===== src/rtl/nvmprog_pkg.sv =====
package nvmprog_pkg;

    localparam logic [6:0] CMD_NOP        = 7'h00;
    localparam logic [6:0] CMD_CHIP_ERASE = 7'h40;
    localparam logic [6:0] CMD_READ       = 7'h43;
    localparam logic [6:0] CMD_LOAD_BUF   = 7'h23;
    localparam logic [6:0] CMD_ERASE_BUF  = 7'h26;
    localparam logic [6:0] CMD_ERASE_PAGE = 7'h2B;
    localparam logic [6:0] CMD_WRITE_PAGE = 7'h2E;
    localparam logic [6:0] CMD_CHECK      = 7'h78;

    localparam logic [2:0] SEL_SIG   = 3'd0;
    localparam logic [2:0] SEL_KEY   = 3'd1;
    localparam logic [2:0] SEL_CMD   = 3'd2;
    localparam logic [2:0] SEL_EXEC  = 3'd3;
    localparam logic [2:0] SEL_LOCK  = 3'd4;
    localparam logic [2:0] SEL_GUARD = 3'd5;

    localparam logic [7:0] SIGNATURE  = 8'h59;
    localparam logic [7:0] GUARD_CODE = 8'hA5;

    typedef enum logic [1:0] {SRC_NONE, SRC_EXEC, SRC_READ, SRC_WRITE} trig_src_e;

    typedef enum logic [2:0] {
        OP_NONE, OP_LOAD, OP_ERASE_BUF, OP_ERASE_PAGE, OP_WRITE_PAGE, OP_CHIP, OP_CHECK
    } store_op_e;

    typedef struct packed {
        trig_src_e src;
        logic      guarded;
        logic      long_op;
        store_op_e op;
    } cmd_attr_t;

    function automatic cmd_attr_t decode_cmd(input logic [6:0] code);
        cmd_attr_t a;
        a = '{src: SRC_NONE, guarded: 1'b0, long_op: 1'b0, op: OP_NONE};
        case (code)
            CMD_CHIP_ERASE: a = '{src: SRC_EXEC,  guarded: 1'b1, long_op: 1'b1, op: OP_CHIP};
            CMD_READ:       a = '{src: SRC_READ,  guarded: 1'b0, long_op: 1'b0, op: OP_NONE};
            CMD_LOAD_BUF:   a = '{src: SRC_WRITE, guarded: 1'b0, long_op: 1'b0, op: OP_LOAD};
            CMD_ERASE_BUF:  a = '{src: SRC_EXEC,  guarded: 1'b1, long_op: 1'b1, op: OP_ERASE_BUF};
            CMD_ERASE_PAGE: a = '{src: SRC_WRITE, guarded: 1'b0, long_op: 1'b1, op: OP_ERASE_PAGE};
            CMD_WRITE_PAGE: a = '{src: SRC_WRITE, guarded: 1'b0, long_op: 1'b1, op: OP_WRITE_PAGE};
            CMD_CHECK:      a = '{src: SRC_EXEC,  guarded: 1'b0, long_op: 1'b1, op: OP_CHECK};
            default:        ;
        endcase
        return a;
    endfunction

endpackage


===== src/rtl/nvmprog_unlock.sv =====
module nvmprog_unlock
    import nvmprog_pkg::*;
#(
    parameter logic [7:0] KEY = 8'hC3
) (
    input  logic       clk,
    input  logic       rst_n,
    input  logic       wr,
    input  logic [2:0] sel,
    input  logic [7:0] wdata,
    output logic       en
);

    typedef enum logic [1:0] {UL_CLOSED, UL_SIG_SEEN, UL_OPEN} ul_state_e;

    ul_state_e state_q, state_d;

    always_ff @(posedge clk or negedge rst_n) begin
        if (!rst_n) state_q <= UL_CLOSED;
        else        state_q <= state_d;
    end

    always_comb begin
        state_d = state_q;
        if (wr && sel == SEL_SIG) begin
            if (wdata != SIGNATURE)       state_d = UL_CLOSED;
            else if (state_q != UL_OPEN)  state_d = UL_SIG_SEEN;
        end else if (wr && sel == SEL_KEY) begin
            unique case (state_q)
                UL_SIG_SEEN: state_d = (wdata == KEY) ? UL_OPEN : UL_CLOSED;
                UL_CLOSED:   state_d = UL_CLOSED;
                UL_OPEN:     state_d = UL_OPEN;
            endcase
        end
    end

    always_comb begin
        en = (state_q == UL_OPEN);
    end

    AST_OPEN_NEEDS_KEY: assert property (@(posedge clk) disable iff (!rst_n)
        $rose(en) |-> $past(wr && sel == SEL_KEY && wdata == KEY));

    AST_BAD_SIG_CLOSES: assert property (@(posedge clk) disable iff (!rst_n)
        (wr && sel == SEL_SIG && wdata != SIGNATURE) |=> !en);

endmodule


===== src/rtl/nvmprog_store.sv =====
module nvmprog_store
    import nvmprog_pkg::*;
#(
    parameter int PAGE_BYTES = 8,
    parameter int PAGES      = 4,
    localparam int OFS_W     = $clog2(PAGE_BYTES),
    localparam int PG_W      = $clog2(PAGES),
    localparam int AW        = OFS_W + PG_W,
    localparam int DEPTH     = PAGE_BYTES * PAGES
) (
    input  logic          clk,
    input  logic          rst_n,
    input  store_op_e     op,
    input  logic [AW-1:0] op_addr,
    input  logic [7:0]    op_data,
    input  logic [AW-1:0] rd_addr,
    output logic [7:0]    rd_byte
);

    logic [OFS_W-1:0] op_ofs;
    logic [PG_W-1:0]  op_page;
    logic [PAGE_BYTES-1:0][7:0] buf_flat;
    logic [DEPTH-1:0][7:0]      arr_flat;

    assign op_ofs  = op_addr[OFS_W-1:0];
    assign op_page = op_addr[AW-1:OFS_W];

    for (genvar gj = 0; gj < PAGE_BYTES; gj++) begin : g_buf
        logic [7:0] slot_q;
        always_ff @(posedge clk or negedge rst_n) begin
            if (!rst_n)                                      slot_q <= 8'hFF;
            else if (op == OP_CHIP || op == OP_ERASE_BUF)    slot_q <= 8'hFF;
            else if (op == OP_LOAD && int'(op_ofs) == gj)    slot_q <= op_data;
        end
        assign buf_flat[gj] = slot_q;
    end

    for (genvar gi = 0; gi < DEPTH; gi++) begin : g_cell
        localparam int CELL_PG = gi / PAGE_BYTES;
        localparam int CELL_OF = gi % PAGE_BYTES;
        logic [7:0] cell_q;
        always_ff @(posedge clk or negedge rst_n) begin
            if (!rst_n)                                                  cell_q <= 8'hFF;
            else if (op == OP_CHIP)                                      cell_q <= 8'hFF;
            else if (op == OP_ERASE_PAGE && int'(op_page) == CELL_PG)    cell_q <= 8'hFF;
            else if (op == OP_WRITE_PAGE && int'(op_page) == CELL_PG)    cell_q <= buf_flat[CELL_OF];
        end
        assign arr_flat[gi] = cell_q;
    end

    assign rd_byte = arr_flat[rd_addr];

    AST_CHIP_WIPES: assert property (@(posedge clk) disable iff (!rst_n)
        (op == OP_CHIP) |=> (rd_byte == 8'hFF));

endmodule


===== src/rtl/nvmprog_ctrl.sv =====
module nvmprog_ctrl
    import nvmprog_pkg::*;
#(
    parameter int         PAGE_BYTES  = 8,
    parameter int         PAGES       = 4,
    parameter int         BUSY_CYCLES = 8,
    parameter logic [7:0] KEY         = 8'hC3,
    localparam int        ADDR_W      = $clog2(PAGE_BYTES) + $clog2(PAGES)
) (
    input  logic              clk,
    input  logic              rst_n,
    input  logic              ctl_wr,
    input  logic [2:0]        ctl_sel,
    input  logic [7:0]        ctl_wdata,
    input  logic              mem_rd,
    input  logic              mem_wr,
    input  logic [ADDR_W-1:0] mem_addr,
    input  logic [7:0]        mem_wdata,
    output logic              nvm_en,
    output logic              busy,
    output logic [1:0]        lock_bits,
    output logic              rd_valid,
    output logic [7:0]        rd_data,
    output logic              rd_blocked
);

    localparam int CNT_W = $clog2(BUSY_CYCLES + 1);
    localparam logic [CNT_W-1:0] CNT_LAST = CNT_W'(BUSY_CYCLES - 1);

    typedef enum logic {ST_IDLE, ST_BUSY} ctl_state_e;

    ctl_state_e        state_q, state_d;
    logic [CNT_W-1:0]  cnt_q;
    logic [6:0]        cmd_q;
    logic              arm_q;
    logic [1:0]        lock_q;
    store_op_e         run_op_q;
    logic [ADDR_W-1:0] run_addr_q;
    cmd_attr_t         attr;
    logic              finish, ctl_acc, cmd_ok, can_launch;
    logic              exec_go, wr_go, rd_go, launch;
    store_op_e         st_op;
    logic [ADDR_W-1:0] st_addr;
    logic [7:0]        st_rd_byte;

    nvmprog_unlock #(.KEY(KEY)) i_unlock (
        .clk  (clk),
        .rst_n(rst_n),
        .wr   (ctl_wr),
        .sel  (ctl_sel),
        .wdata(ctl_wdata),
        .en   (nvm_en)
    );

    nvmprog_store #(.PAGE_BYTES(PAGE_BYTES), .PAGES(PAGES)) i_store (
        .clk    (clk),
        .rst_n  (rst_n),
        .op     (st_op),
        .op_addr(st_addr),
        .op_data(mem_wdata),
        .rd_addr(mem_addr),
        .rd_byte(st_rd_byte)
    );

    // launch filtering
    assign attr       = decode_cmd(cmd_q);
    assign ctl_acc    = ctl_wr && nvm_en;
    assign cmd_ok     = !(&lock_q) || cmd_q == CMD_CHIP_ERASE || cmd_q == CMD_CHECK;
    assign can_launch = nvm_en && (state_q == ST_IDLE) && cmd_ok;
    assign exec_go    = can_launch && ctl_acc && ctl_sel == SEL_EXEC && ctl_wdata[0]
                        && attr.src == SRC_EXEC && (!attr.guarded || arm_q);
    assign wr_go      = can_launch && mem_wr && attr.src == SRC_WRITE;
    assign rd_go      = can_launch && mem_rd && attr.src == SRC_READ;
    assign launch     = exec_go || wr_go;

    // state register
    always_ff @(posedge clk or negedge rst_n) begin
        if (!rst_n) state_q <= ST_IDLE;
        else        state_q <= state_d;
    end

    always_comb begin
        state_d = state_q;
        unique case (state_q)
            ST_IDLE: if (launch && attr.long_op) state_d = ST_BUSY;
            ST_BUSY: if (finish)                 state_d = ST_IDLE;
        endcase
    end

    // FSM outputs
    always_comb begin
        busy   = (state_q == ST_BUSY);
        finish = (state_q == ST_BUSY) && (cnt_q == CNT_LAST);
        if (finish) begin
            st_op   = run_op_q;
            st_addr = run_addr_q;
        end else begin
            st_op   = (launch && !attr.long_op) ? attr.op : OP_NONE;
            st_addr = mem_addr;
        end
    end

    always_ff @(posedge clk or negedge rst_n) begin
        if (!rst_n) begin
            cnt_q      <= '0;
            run_op_q   <= OP_NONE;
            run_addr_q <= '0;
        end else begin
            cnt_q <= (state_q == ST_IDLE) ? '0 : cnt_q + 1'b1;
            if (launch && attr.long_op) begin
                run_op_q   <= attr.op;
                run_addr_q <= mem_addr;
            end
        end
    end

    // command, guard and lock registers
    always_ff @(posedge clk or negedge rst_n) begin
        if (!rst_n) begin
            cmd_q  <= CMD_NOP;
            arm_q  <= 1'b0;
            lock_q <= 2'b00;
        end else begin
            if (ctl_acc && ctl_sel == SEL_CMD) cmd_q <= ctl_wdata[6:0];
            if (!nvm_en)      arm_q <= 1'b0;
            else if (ctl_wr)  arm_q <= (ctl_sel == SEL_GUARD) && (ctl_wdata == GUARD_CODE);
            if (finish && run_op_q == OP_CHIP)
                lock_q <= 2'b00;
            else if (ctl_acc && ctl_sel == SEL_LOCK && state_q == ST_IDLE)
                lock_q <= lock_q | ctl_wdata[1:0];
        end
    end

    assign lock_bits = lock_q;

    // read response
    always_ff @(posedge clk or negedge rst_n) begin
        if (!rst_n) begin
            rd_valid   <= 1'b0;
            rd_data    <= 8'hFF;
            rd_blocked <= 1'b0;
        end else begin
            rd_valid   <= mem_rd;
            rd_data    <= rd_go ? st_rd_byte : 8'hFF;
            rd_blocked <= !rd_go;
        end
    end

    AST_READ_ANSWERED: assert property (@(posedge clk) disable iff (!rst_n)
        mem_rd |=> rd_valid);

    AST_NO_SPURIOUS_READ: assert property (@(posedge clk) disable iff (!rst_n)
        !mem_rd |=> !rd_valid);

    AST_BUSY_BLOCKS_READ: assert property (@(posedge clk) disable iff (!rst_n)
        (mem_rd && busy) |=> (rd_blocked && rd_data == 8'hFF));

    AST_CLOSED_STAYS_IDLE: assert property (@(posedge clk) disable iff (!rst_n)
        (!nvm_en && !busy) |=> !busy);

    AST_FULL_LOCK_FILTER: assert property (@(posedge clk) disable iff (!rst_n)
        ($rose(busy) && $past(lock_bits) == 2'b11)
            |-> ($past(cmd_q) == CMD_CHIP_ERASE || $past(cmd_q) == CMD_CHECK));

    AST_CHIP_UNLOCKS: assert property (@(posedge clk) disable iff (!rst_n)
        (finish && run_op_q == OP_CHIP) |=> (lock_bits == 2'b00));

endmodule


===== config.mk =====
export PLATFORM = sky130hd
export DESIGN_NAME = nvmprog_ctrl
export DESIGN_NICKNAME = d
export VERILOG_FILES = /design/src/rtl/nvmprog_pkg.sv /design/src/rtl/nvmprog_unlock.sv /design/src/rtl/nvmprog_store.sv /design/src/rtl/nvmprog_ctrl.sv
export SDC_FILE = /design/constraint.sdc
export NUM_CORES = 1
export LEC_CHECK = 0
export ABC_AREA = 1
export BUFFER_PORTS_ARGS = -buffer_cell sky130_fd_sc_hd__buf_2
export CORE_AREA = 4 4 175 177
export CTS_CLUSTER_DIAMETER = 50
export DETAILED_ROUTE_END_ITERATION = 16
export DIE_AREA = 0 0 179 181
export PLACE_DENSITY = 0.88
export REMOVE_ABC_BUFFERS = 1
export SYNTH_ARGS = -nofsm -noshare
export SYNTH_HDL_FRONTEND = slang
export SYNTH_SLANG_ARGS = --single-unit

===== constraint.sdc =====
create_clock -name clk -period 2.7 [get_ports clk]
set_clock_uncertainty 0.15 [all_clocks]
set_input_delay 0.54 -clock clk [delete_from_list [all_inputs] [get_ports clk]]
set_output_delay 0.54 -clock clk [all_outputs]
set_load 0.05 [all_outputs]

==> impl_metrics.yaml <==
clock_network:
  cts_max_level: 2
  path_clk_slew_ns: 0.06
  cts_tree: "done"
  cts_sinks: 355
  numCtsBuffers: 37
  cts_root_buf: "clkbuf_16"
  clock_latency_ns: 0.53
  clockBufferDepth: 3
power_and_ir_drop:
  clkPwrFrac_pct: 45.3
  combPwrFrac_pct: 6.0
  p_sw_mw: 2.58
  power_frac_seq_pct: 48.6
  leakagePower_nw: 8.71
  p_int_mw: 8.42
  power.density_nw_per_um2: 549
  ir_drop_v: 0.000389
  p_sw_share_pct: 23.4
layout:
  synthToLayoutAreaGrowth_pct: 10.8
  final_cell_area_um2: 20000
  nFillCells: 2088
  nNetsFinal: 2196
  final_layout_size_suffix_gt1_share_pct: 28.3
  num_antenna_cells: 0
routing:
  drc: 0
  ant_nets: 0
  num_vias: 16900
  drt_iter0_markers: 2561
  route.final.wire_length_mm: 53.9
  via_per_inst: 6.56
  first_pass_iters: 6
  wl_per_cell_um: 20.9
worst_hold_path:
  hold_path.class: "primary input to async pin"
grt:
  grt_usage_pct: 33.3
  grt_start_max_net_pins: 78
  gr-total-overflow: 0
  grt_pass1_vias: 16800
  grt_pass1_wl_mm: 87.2
  antenna_found_initial: 0
logic_synthesis:
  synth_area_leaders: "dfstp_2 48%, nand3_1 17%, nand2_1 9.7%"
  yosysTopAreaCellShare_pct: 47.7
  synth-compound-area-share_pct: 8.64
  async_flop_share_pct: 100
  yosys.area_share.adder_pct: 0.0692
  muxShareOfSynthArea_pct: 0
  yosysWarnings: 0
  yosys.cell_count.top_type: "nand3_1"
  synth-edff-count: 0
  ys.flop_type: "dfstp_2"
  synth_area_um2: 18100
  synth_commonest_cells: "602 x nand3_1, 466 x nand2_1, 328 x dfstp_2"
  synth_area_leader_cell: "dfstp_2"
  syn_inst: 2179
  synth_top_family_by_area: "simple AND/OR/NAND/NOR gates"
  synthSimpleGateAreaFrac_pct: 34.2
  synth_xor_area_share_pct: 0.0485
  synth_seq_cells: 355
  syn_avg_cell_area_um2: 8.29
  ys_types: 42
  ys_seq_area_share_pct: 51.4
timing:
  fin_ws_ns: 0.120
  drv_slew: 0
  period_minus_slack_ns: 2.58
  setup_violations: 0
  timing.fmax_mhz: 388
  final_min_period_over_clock_period_pct: 95.5
  holdWs_ns: -0.00941
  finalHoldViolCount: 5
  slew_headroom_pct: 44.7
  worstMarginPinSlew_ns: 0.829
placed_design:
  place_worst_setup_slack_ns: 0.0845
  placed_area_um2: 18800
  gp_congestion: 0.914
  dpl.hpwl_mm: 32.3
  portBuffers: 42
worst_setup_path:
  start_kind: "flip-flop"
  cp-startpoint: "cnt_q[0]"
  r2r_start: "cnt_q[0]"
  cp.arrival_ns: 2.90
  critPathKind: "flip-flop to flip-flop"
  cp_max_fo: 11
  rr_worst_depth: 12
  cp_data_required_time_ns: 3.02
  endpoint_kind: "flip-flop"
floorplanning:
  die_x_um: 179
  rows: 63
  initial_utilization_pct: 61.8
  pin_count: 43
  die_y_um: 181
  core_um2: 29200
  die_area_um2: 32400
status:
  violations: "negative hold slack"
  status: "finished with violations"
flow_run:
  max_cap_violations: 0
## per-stage QoR
stage          std cells  util (%)  hold WS [ns]  setup TNS, ns  total power, mW
2_1_floorplan       2003         -        0.0944        -628.74             5.69
5_1_grt             2578      68.4       0.00855        -0.0539             11.3
4_1_cts             2575      68.1      0.000173              0             11.0
3_5_place_dp        2514      64.1         0.303              0             6.07
6_report            2578      68.4      -0.00941              0             11.0
3_3_place_gp        2514      64.1         0.293              0             6.06
## kinds of logic after synthesis
logic type | count (synthesis)
AO/OA/AOI/OAI | 254
adder cells (fa/ha/maj) | 1
AND/OR/NAND/NOR | 1346
XOR/XNOR | 1
flip-flops | 355
buffers and inverters | 222
## critical path: stages, from the launching register on
cell	delay, ns
dfrtp_1	0.37
ha_1	0.18
nand2_1	0.11
nor3_4	0.23
inv_2	0.13
nor2_1	0.16
nand2_1	0.14
inv_1	0.09
nand3_1	0.20
buf_4	0.23
nand3b_1	0.32
nand2_1	0.12
nand2_1	0.09
## power groups by stage
stage	sequential, mW	combinational, mW	clock (mW)
2_1_floorplan	5.43	0.259	0
5_1_grt	5.34	0.717	5.24
6_report	5.35	0.664	4.99
3_5_place_dp	5.42	0.642	0
4_1_cts	5.35	0.646	5.02
3_3_place_gp	5.42	0.631	0
## state kept, by name (all words and copies together), names as in the netlist
register,flops
arm_q,1
busy,1
cmd_q,7
cnt_q,4
i_store.g_buf.slot_q,64
i_store.g_cell.cell_q,256
i_unlock.state_q,2
lock_bits,2
rd_blocked,1
rd_data,8
rd_valid,1
run_addr_q,5
run_op_q,3
## area by class of cell
cell class / instances / area (um2) / area share, %
Sequential cell: 355 / 9290 / 46.4
Multi-Input combinational cell: 1602 / 7800 / 39.0
Clock buffer: 54 / 1090 / 5.46
Timing Repair Buffer: 124 / 1080 / 5.42
Tap cell: 390 / 488 / 2.44
Inverter: 46 / 186 / 0.931
Clock inverter: 7 / 71.3 / 0.356
## timing repair
action / in CTS / in global routing
hold buffers: 0 / 0
setup buffers: 0 / 3
gates resized for setup: 0 / 18
setup endpoints to repair: 0 / 231
## path summary, 6_finish.rpt
kind                                           endpoint  slack (ns)
max                          i_store.g_buf[6].slot_q[7]        0.12
min                         i_store.g_cell[2].cell_q[0]      -0.009
max reg2reg                  i_store.g_buf[6].slot_q[7]        0.12
min reg2reg                i_store.g_cell[26].cell_q[5]        0.33
max in group asynchronous   i_store.g_cell[9].cell_q[1]        1.76
min in group clk                               rd_valid        0.01
## cells in the final DEF, fill, tap and decap left out, types with 3 or more instances in the layout
| master | netlist | routed |
|---|---|---|
| nand2_4 | 1 | 5 |
| o22ai_1 | 20 | 20 |
| dfstp_2 | 328 | 328 |
| a21oi_1 | 10 | 10 |
| clkbuf_8 | 0 | 6 |
| o211ai_1 | 20 | 20 |
| nor2_1 | 160 | 160 |
| o21ai_0 | 146 | 146 |
| nor4_1 | 3 | 3 |
| buf_12 | 0 | 17 |
| nor2_2 | 3 | 3 |
| buf_8 | 0 | 3 |
| nand2_1 | 466 | 462 |
| inv_1 | 35 | 33 |
| buf_4 | 29 | 59 |
| nand3b_1 | 9 | 9 |
| o21ai_2 | 3 | 3 |
| buf_2 | 48 | 40 |
| nand4_1 | 3 | 3 |
| dfrtp_1 | 27 | 27 |
| clkinv_2 | 0 | 3 |
| inv_2 | 9 | 8 |
| clkbuf_1 | 92 | 9 |
| nand3_2 | 8 | 8 |
| nand3_1 | 602 | 602 |
| clkbuf_16 | 0 | 39 |
| nand2_2 | 17 | 16 |
| buf_6 | 2 | 5 |
| nor3_1 | 3 | 3 |
| o221ai_1 | 44 | 44 |
| a211o_1 | 6 | 6 |
| or2_2 | 65 | 65 |
## routing by layer
metal,track usage [%],routed length [um],share of wire [%]
met5,0,0,0
met4,16.9,3050,5.7
met1,43.9,19500,36
met2,51.8,25200,47
met3,7.37,6080,11
(Power assumes the default switching activity.)
